===== src/rtl/nand_rd_pkg.sv =====
package nand_rd_pkg;
  localparam int OFF_W = 35;

  typedef enum logic [1:0] {
    OP_RESET      = 2'd0,
    OP_READ_ID    = 2'd1,
    OP_READ_PAGE  = 2'd2,
    OP_READ_SPARE = 2'd3
  } nand_op_e;

  localparam logic [7:0] CMD_RESET  = 8'hFF;
  localparam logic [7:0] CMD_STATUS = 8'h70;
  localparam logic [7:0] CMD_ID     = 8'h90;
  localparam logic [7:0] CMD_READ   = 8'h00;
  localparam logic [7:0] CMD_FETCH  = 8'h30;

  // address byte number sel of a linear offset; spare forces column bit 11
  function automatic logic [7:0] addr_byte(input logic [OFF_W-1:0] off,
                                           input logic [2:0] sel,
                                           input logic spare);
    case (sel)
      3'd0:    return off[7:0];
      3'd1:    return {4'b0000, spare, off[10:8]};
      3'd2:    return off[18:11];
      3'd3:    return off[26:19];
      default: return off[34:27];
    endcase
  endfunction

  function automatic logic id_match(input logic [7:0] mfr, input logic [7:0] dev);
    return (mfr == 8'h2C && (dev == 8'hA1 || dev == 8'hBA || dev == 8'hBC)) ||
           (mfr == 8'hEC && dev == 8'hA1);
  endfunction
endpackage


===== src/rtl/nand_bus_cycle.sv =====
module nand_bus_cycle #(
  parameter int SETUP_CYC  = 2,
  parameter int HOLD_CYC   = 1,
  parameter int ACCESS_CYC = 2
) (
  input  logic       clk,
  input  logic       rst_n,
  input  logic       start,
  input  logic       is_read,
  input  logic       is_cmd,
  input  logic [7:0] wr_byte,
  input  logic [7:0] dq_i,
  output logic       done,
  output logic [7:0] rd_byte,
  output logic       cle,
  output logic       ale,
  output logic       we_n,
  output logic       re_n,
  output logic [7:0] dq_o,
  output logic       dq_oe
);
  localparam int MAXC  = (SETUP_CYC > HOLD_CYC) ?
                         ((SETUP_CYC > ACCESS_CYC) ? SETUP_CYC : ACCESS_CYC) :
                         ((HOLD_CYC > ACCESS_CYC) ? HOLD_CYC : ACCESS_CYC);
  localparam int CNT_W = $clog2(MAXC + 1);

  typedef enum logic [2:0] {B_IDLE, B_SETUP, B_PULSE, B_HOLD, B_RDLOW} bstate_e;
  bstate_e          state;
  logic [CNT_W-1:0] cnt;
  logic [7:0]       byte_q;
  logic             cmd_q;
  logic             wr_phase;

  always_ff @(posedge clk or negedge rst_n) begin
    if (!rst_n) begin
      state   <= B_IDLE;
      cnt     <= '0;
      byte_q  <= '0;
      cmd_q   <= 1'b0;
      done    <= 1'b0;
      rd_byte <= '0;
    end else begin
      done <= 1'b0;
      case (state)
        B_IDLE: if (start) begin
          cnt    <= '0;
          byte_q <= wr_byte;
          cmd_q  <= is_cmd;
          state  <= is_read ? B_RDLOW : B_SETUP;
        end
        B_SETUP: if (cnt == CNT_W'(SETUP_CYC - 1)) begin
          cnt   <= '0;
          state <= B_PULSE;
        end else cnt <= cnt + 1'b1;
        B_PULSE: state <= B_HOLD;
        B_HOLD: if (cnt == CNT_W'(HOLD_CYC - 1)) begin
          done  <= 1'b1;
          state <= B_IDLE;
        end else cnt <= cnt + 1'b1;
        B_RDLOW: if (cnt == CNT_W'(ACCESS_CYC - 1)) begin
          rd_byte <= dq_i;
          done    <= 1'b1;
          state   <= B_IDLE;
        end else cnt <= cnt + 1'b1;
        default: state <= B_IDLE;
      endcase
    end
  end

  assign wr_phase = (state == B_SETUP) || (state == B_PULSE) || (state == B_HOLD);
  assign cle   = wr_phase && cmd_q;
  assign ale   = wr_phase && !cmd_q;
  assign we_n  = (state != B_PULSE);
  assign re_n  = (state != B_RDLOW);
  assign dq_o  = byte_q;
  assign dq_oe = wr_phase;

  p_latch_excl_r2: assert property (@(posedge clk) disable iff (!rst_n)
    !(cle && ale));
  p_we_one_clock_r2: assert property (@(posedge clk) disable iff (!rst_n)
    !we_n |=> we_n);
  p_we_latched_r2: assert property (@(posedge clk) disable iff (!rst_n)
    !we_n |-> (cle || ale) && dq_oe);
  p_re_we_excl_r8: assert property (@(posedge clk) disable iff (!rst_n)
    !(!we_n && !re_n));
endmodule


===== src/rtl/nand_wait_timer.sv =====
module nand_wait_timer #(
  parameter int LIMIT = 100000
) (
  input  logic clk,
  input  logic rst_n,
  input  logic clear,
  input  logic tick,
  output logic expired
);
  localparam int W = $clog2(LIMIT + 1);
  logic [W-1:0] cnt;

  always_ff @(posedge clk or negedge rst_n) begin
    if (!rst_n)                cnt <= '0;
    else if (clear)            cnt <= '0;
    else if (tick && !expired) cnt <= cnt + 1'b1;
  end

  assign expired = (cnt == W'(LIMIT));

  p_expired_sticks_r10: assert property (@(posedge clk) disable iff (!rst_n)
    expired && !clear |=> expired);
endmodule


===== src/rtl/nand_page_reader.sv =====
module nand_page_reader
  import nand_rd_pkg::*;
#(
  parameter int PAGE_BYTES  = 2048,
  parameter int SPARE_BYTES = 64,
  parameter int DEV_MBYTES  = 256,
  parameter int SETUP_CYC   = 2,
  parameter int HOLD_CYC    = 1,
  parameter int ACCESS_CYC  = 2,
  parameter int BUSY_LIMIT  = 100000
) (
  input  logic             clk,
  input  logic             rst_n,
  input  logic             op_valid,
  input  logic [1:0]       op_code,
  input  logic [OFF_W-1:0] op_offset,
  output logic             op_ready,
  output logic             done,
  output logic             id_ok,
  output logic             timeout_err,
  output logic [7:0]       status_byte,
  output logic             rd_valid,
  output logic [7:0]       rd_data,
  input  logic             rd_ready,
  output logic             nand_ce_n,
  output logic             nand_cle,
  output logic             nand_ale,
  output logic             nand_we_n,
  output logic             nand_re_n,
  output logic [7:0]       nand_dq_o,
  output logic             nand_dq_oe,
  input  logic [7:0]       nand_dq_i,
  input  logic             nand_rb_n
);
  localparam int XFER_TOTAL = PAGE_BYTES + SPARE_BYTES;
  localparam int XFER_W     = $clog2(XFER_TOTAL + 1);
  localparam int ADDR_CYC   = (DEV_MBYTES > 128) ? 5 : 4;

  typedef enum logic [2:0] {S_IDLE, S_CMD1, S_ADDR, S_CMD2, S_RB, S_READ, S_STREAM, S_FIN} seq_e;
  seq_e              state;
  nand_op_e          op_q;
  logic [OFF_W-1:0]  off_q;
  logic              issued;
  logic [XFER_W-1:0] idx;
  logic [7:0]        mfr_q;

  logic              accept, issuing, bus_start, bus_done, bus_is_read, bus_is_cmd;
  logic [7:0]        bus_byte, bus_rd_byte;
  logic              tmr_tick, tmr_expired, poll_not_ready;
  logic [XFER_W-1:0] n_addr_last, xfer_last;

  assign op_ready    = (state == S_IDLE);
  assign accept      = op_valid && op_ready;
  assign nand_ce_n   = (state == S_IDLE);
  assign issuing     = (state == S_CMD1) || (state == S_ADDR) || (state == S_CMD2) || (state == S_READ);
  assign bus_start   = issuing && !issued;
  assign bus_is_read = (state == S_READ);
  assign bus_is_cmd  = (state == S_CMD1) || (state == S_CMD2);
  assign n_addr_last = (op_q == OP_READ_ID) ? '0 : XFER_W'(ADDR_CYC - 1);
  assign xfer_last   = (op_q == OP_READ_SPARE) ? XFER_W'(SPARE_BYTES - 1) : XFER_W'(XFER_TOTAL - 1);
  assign poll_not_ready = (state == S_READ) && bus_done && (op_q == OP_RESET) && !bus_rd_byte[6];
  assign tmr_tick    = ((state == S_RB) && !nand_rb_n) || poll_not_ready;

  always_comb begin
    bus_byte = 8'h00;
    case (state)
      S_CMD1: case (op_q)
        OP_RESET:   bus_byte = CMD_RESET;
        OP_READ_ID: bus_byte = CMD_ID;
        default:    bus_byte = CMD_READ;
      endcase
      S_CMD2: bus_byte = (op_q == OP_RESET) ? CMD_STATUS : CMD_FETCH;
      S_ADDR: bus_byte = (op_q == OP_READ_ID) ? 8'h00 :
                         addr_byte(off_q, idx[2:0], op_q == OP_READ_SPARE);
      default: bus_byte = 8'h00;
    endcase
  end

  nand_bus_cycle #(.SETUP_CYC(SETUP_CYC), .HOLD_CYC(HOLD_CYC), .ACCESS_CYC(ACCESS_CYC)) u_bus (
    .clk(clk), .rst_n(rst_n), .start(bus_start), .is_read(bus_is_read), .is_cmd(bus_is_cmd),
    .wr_byte(bus_byte), .dq_i(nand_dq_i), .done(bus_done), .rd_byte(bus_rd_byte),
    .cle(nand_cle), .ale(nand_ale), .we_n(nand_we_n), .re_n(nand_re_n),
    .dq_o(nand_dq_o), .dq_oe(nand_dq_oe)
  );

  nand_wait_timer #(.LIMIT(BUSY_LIMIT)) u_timer (
    .clk(clk), .rst_n(rst_n), .clear(accept), .tick(tmr_tick), .expired(tmr_expired)
  );

  always_ff @(posedge clk or negedge rst_n) begin
    if (!rst_n) begin
      state       <= S_IDLE;
      op_q        <= OP_RESET;
      off_q       <= '0;
      issued      <= 1'b0;
      idx         <= '0;
      mfr_q       <= '0;
      done        <= 1'b0;
      id_ok       <= 1'b0;
      timeout_err <= 1'b0;
      status_byte <= '0;
      rd_valid    <= 1'b0;
      rd_data     <= '0;
    end else begin
      done <= 1'b0;
      if (bus_start) issued <= 1'b1;
      case (state)
        S_IDLE: if (accept) begin
          op_q        <= nand_op_e'(op_code);
          off_q       <= op_offset;
          id_ok       <= 1'b0;
          timeout_err <= 1'b0;
          status_byte <= '0;
          idx         <= '0;
          state       <= S_CMD1;
        end
        S_CMD1: if (bus_done) begin
          issued <= 1'b0;
          state  <= (op_q == OP_RESET) ? S_CMD2 : S_ADDR;
        end
        S_ADDR: if (bus_done) begin
          issued <= 1'b0;
          if (idx == n_addr_last) begin
            idx   <= '0;
            state <= (op_q == OP_READ_ID) ? S_READ : S_CMD2;
          end else idx <= idx + 1'b1;
        end
        S_CMD2: if (bus_done) begin
          issued <= 1'b0;
          state  <= (op_q == OP_RESET) ? S_READ : S_RB;
        end
        S_RB: if (tmr_expired) begin
          timeout_err <= 1'b1;
          state       <= S_FIN;
        end else if (nand_rb_n) state <= S_READ;
        S_READ: if (bus_done) begin
          issued <= 1'b0;
          case (op_q)
            OP_RESET: begin
              status_byte <= bus_rd_byte;
              if (bus_rd_byte[6]) state <= S_FIN;
              else if (tmr_expired) begin
                timeout_err <= 1'b1;
                state       <= S_FIN;
              end
            end
            OP_READ_ID: if (idx == '0) begin
              mfr_q <= bus_rd_byte;
              idx   <= idx + 1'b1;
            end else begin
              id_ok <= id_match(mfr_q, bus_rd_byte);
              state <= S_FIN;
            end
            default: begin
              rd_valid <= 1'b1;
              rd_data  <= bus_rd_byte;
              state    <= S_STREAM;
            end
          endcase
        end
        S_STREAM: if (rd_ready) begin
          rd_valid <= 1'b0;
          if (idx == xfer_last) state <= S_FIN;
          else begin
            idx   <= idx + 1'b1;
            state <= S_READ;
          end
        end
        S_FIN: begin
          done  <= 1'b1;
          state <= S_IDLE;
        end
        default: state <= S_IDLE;
      endcase
    end
  end

  p_stream_hold_r9: assert property (@(posedge clk) disable iff (!rst_n)
    rd_valid && !rd_ready |=> rd_valid && $stable(rd_data));
  p_no_strobe_while_full_r9: assert property (@(posedge clk) disable iff (!rst_n)
    rd_valid |-> nand_re_n);
  p_timeout_ends_r10: assert property (@(posedge clk) disable iff (!rst_n)
    (state == S_RB) && tmr_expired |=> (state == S_FIN) && timeout_err);
  p_timeout_no_data_r10: assert property (@(posedge clk) disable iff (!rst_n)
    timeout_err |-> !rd_valid);
  p_ce_covers_bus_r11: assert property (@(posedge clk) disable iff (!rst_n)
    (!nand_we_n || !nand_re_n) |-> !nand_ce_n);
  p_done_single_r11: assert property (@(posedge clk) disable iff (!rst_n)
    done |=> !done);
  p_done_idle_r11: assert property (@(posedge clk) disable iff (!rst_n)
    done |-> op_ready && nand_ce_n);
endmodule


===== config.mk =====
export PLATFORM = sky130hd
export DESIGN_NAME = nand_page_reader
export DESIGN_NICKNAME = d
export VERILOG_FILES = /design/src/rtl/nand_rd_pkg.sv /design/src/rtl/nand_bus_cycle.sv /design/src/rtl/nand_wait_timer.sv /design/src/rtl/nand_page_reader.sv
export SDC_FILE = /design/constraint.sdc
export NUM_CORES = 1
export LEC_CHECK = 0
export ABC_AREA = 0
export CORE_AREA = 2 2 111 113
export CTS_BUF_LIST = sky130_fd_sc_hd__clkbuf_2 sky130_fd_sc_hd__clkbuf_4 sky130_fd_sc_hd__clkbuf_8
export DETAILED_ROUTE_END_ITERATION = 16
export DIE_AREA = 0 0 113 115
export PLACE_DENSITY = 0.75
export SETUP_SLACK_MARGIN = 0.2
export SLEW_MARGIN = 40
export SYNTH_ARGS = -nofsm -noshare
export SYNTH_HDL_FRONTEND = slang
export SYNTH_SLANG_ARGS = --single-unit

===== constraint.sdc =====
create_clock -name clk -period 4.4 [get_ports clk]
set_input_delay 1.1 -clock clk [delete_from_list [all_inputs] [get_ports clk]]
set_output_delay 1.1 -clock clk [all_outputs]
set_load 0.02 [all_outputs]

==> results.yml <==
routing:
  wl_per_cell_um: 16.47
  wl_met2_mm: 6.363
  wl_mm: 13.08
  first_pass_iters: 12
  drt_iter0_drc: 291
  drc_errors: 4
  postRouteAntennaNets: 0
  met3_length_um: 689
  drt-met1-wl_mm: 5.704
  routed.top_layer: "met4"
  via_per_inst: 5.673
  via_count: 4504
logic_synthesis:
  synth-xor-area-share_pct: 2.728
  synth_simple_gate_area_share_pct: 17.67
  synth_top_area_share_pct: 50.01
  ys_types: 72
  yosys.area_share.adder_pct: 2.067
  synthFlopType: "dfrtp_1"
  syn_inst: 556
  ys_ff_latch: 121
  synth_async_sr_flop_share_pct: 100.0
  synth_top_family_by_area: "simple AND/OR/NAND/NOR gates"
  synth_edf_count: 0
  yosysTopAreaCell: "dfrtp_1"
  synth_area_per_cell_um2: 10.89
  synth_compound_area_share_pct: 10.73
  yosys-top-cells-area: "dfrtp_1 (50%), mux2_2 (12%), nor2_1 (3.8%)"
  synth_nets: 616
  synth_area_um2: 6055
  synthMuxAreaShare_pct: 12.75
  ys_seq_area_share_pct: 50.01
  yosysWarnings: 0
clocking:
  tritoncts: "done"
  clk_pin_slew_worst_paths_ps: 60
  hold_buffers: 0
  cts_num_sinks: 121
  cts_resized: 0
  numCtsBuffers: 17
  clock_path_buffers: 2
  insertion_delay_ps: 450
  cts_root_buf: "clkbuf_8"
  cts-htree-levels: 4
  postCtsSetupBuffers: 0
placement:
  place_area_um2: 6932
  routabilityCongestion: 0.8108
  preCtsSetupSlack_ps: 1145
  numPortBuffers: 84
  dp_cells: 762
  hpwl_mm: 9.347
cells_and_area:
  drive_gt1_share_pct: 19.01
  fin_util_pct: 62.14
  fillers: 972
  mostFrequentLayoutCells: "dfrtp_1 (121), clkdlybuf4s50_1 (83), mux2_2 (63), nor2_1 (62), nand2_1 (49)"
  finalNetCount: 694
  design_area_um2: 7340
  syn_to_final_growth_pct: 21.22
  final_common_cell: "dfrtp_1"
  layout.cells.non_filler: 794
  n_antenna_cell: 0
die:
  rows: 40
  pin_count: 85
  core_area_um2: 11810
  start_util_pct: 51.26
  die_y_um: 115
  dieArea_um2: 13000
  die_w_um: 113
power_and_ir_drop:
  p_leak_nw: 3.156
  peakVddDrop_mv: 0.3011
  p_per_area_nw_per_um2: 585.0
worst_setup_path:
  end_kind: "primary output"
  endpoint: "op_ready"
  r2r_setup_slack_ps: 1400
  critPathArrivalTime_ps: 2200
  r2r_start: "idx[0]"
  setup.worst_path.start: "state[1]"
  cp_max_fo: 19
  path_class: "flip-flop to primary output"
  reg2reg_depth: 8
  crit_required_ps: 3300
  cp-start-kind: "flip-flop"
  timing.rr.end: "idx[7]"
grt:
  antenna_found_initial: 0
  grt_max_degree: 63
  grt_use_total_pct: 22.04
  grt.overflow.total: 0
  grt_pass1_vias: 4609
  grt_pass1_wl_mm: 22.68
timing:
  worstMarginPinSlew_ps: 689.6
  clock-skew-final_ps: 8.547
  setup_tns_ps: 0
  setup_ws_ps: 1098
  min_period_ps: 3302
  setup_viol: 0
  maxSlewViolCount: 0
  hold_viol_final: 0
  rsz0062_at_grt: "no"
  max_freq_mhz: 302.9
  relSlewSlack_pct: 53.83
  min_period_over_period_pct: 75.04
outcome:
  violations: "design-rule violations"
  status: "finished, violations left"
run:
  maxCapViolCount: 0
min_path:
  whs_path_depth: 2
  hold_path_class: "flip-flop to flip-flop"
## per-stage QoR
stage / total power [W] / hold slack [ps]
2_1_floorplan: 0.002843 / 443.2
5_1_grt: 0.004605 / 523.1
4_1_cts: 0.004322 / 494.6
3_5_place_dp: 0.003295 / 479.2
3_3_place_gp: 0.003230 / 460.0
6_report: 0.004294 / 485.8
## worst min-delay path by stage
| stage | start | to | slack [ps] |
|---|---|---|---|
| 2_1_floorplan | mfr_q[4] | mfr_q[4] | 440 |
| 3_3_place_gp | mfr_q[4] | mfr_q[4] | 460 |
| 3_5_place_dp | mfr_q[4] | mfr_q[4] | 480 |
| 4_1_cts | mfr_q[4] | mfr_q[4] | 490 |
| 5_1_grt | off_q[27] | off_q[27] | 520 |
| 6_report | mfr_q[4] | mfr_q[4] | 490 |
## report_power, final
group / switching [W] / total [W] / internal, W
sequential: 0.000278 / 0.00169 / 0.00141
combinational: 0.000845 / 0.00159 / 0.000743
clock: 0.000423 / 0.00102 / 0.000592
total: 0.00155 / 0.00429 / 0.00275
## kinds of logic after synthesis
logic type,count (synthesis)
and+or+nand+nor,194
DFF,121
AOI/OAI and AO/OA,100
muxes,69
buffers and inverters,44
xor gates and xnor gates,18
adders and majority gates,10
## routing by layer
metal	GRT usage, %	vias up
met3	6.273	29
met2	34.49	117
met4	10.33	0
li1	-	2143
met1	28.62	2215
met5	0	-
## final cells by class
class	instances	area [µm²]	share of cell area, %
Timing Repair Buffer	88	884.6	12.05
Inverter	15	56.30	0.7671
Clock buffer	22	277.8	3.785
Tap cell	147	183.9	2.506
Multi-Input combinational cell	391	2784	37.93
Sequential cell	121	3028	41.25
Clock inverter	10	125.1	1.705
## sequential cells by signal (all words and copies together), names as in the netlist
| register | flops |
|---|---|
| off_q | 35 |
| u_timer.cnt | 17 |
| idx | 12 |
| mfr_q | 8 |
| rd_data | 8 |
| status_byte | 8 |
| u_bus.dq_o | 8 |
| u_bus.rd_byte | 8 |
| state | 3 |
| u_bus.state | 3 |
| op_q | 2 |
| u_bus.cnt | 2 |
| done | 1 |
| id_ok | 1 |
| issued | 1 |
| rd_valid | 1 |
| timeout_err | 1 |
| u_bus.cmd_q | 1 |
| u_bus.done | 1 |
## synthesized netlist by cell type, types with 3 or more instances
library cell / instances
xor2_1: 10
nand2b_1: 5
o41ai_1: 4
nor4_4: 3
dfrtp_1: 121
o21ai_0: 27
a31oi_1: 4
a222oi_1: 5
clkbuf_1: 11
xnor2_1: 7
mux2_2: 63
clkbuf_8: 5
o31ai_1: 4
a21oi_1: 28
nand2_1: 49
o21ai_1: 4
nor2_1: 62
nand3_1: 18
nor3_1: 8
buf_2: 9
mux2i_1: 4
ha_1: 10
and2_1: 4
inv_1: 14
a22oi_1: 6
and3_1: 6
nand4_1: 10
## critical path: stages, from the launching register on
cell	delay (ps)
dfrtp_1	600
nor3_1	460
clkdlybuf4s50_1	690
No activity file was read; power rests on OpenSTA's default activity.
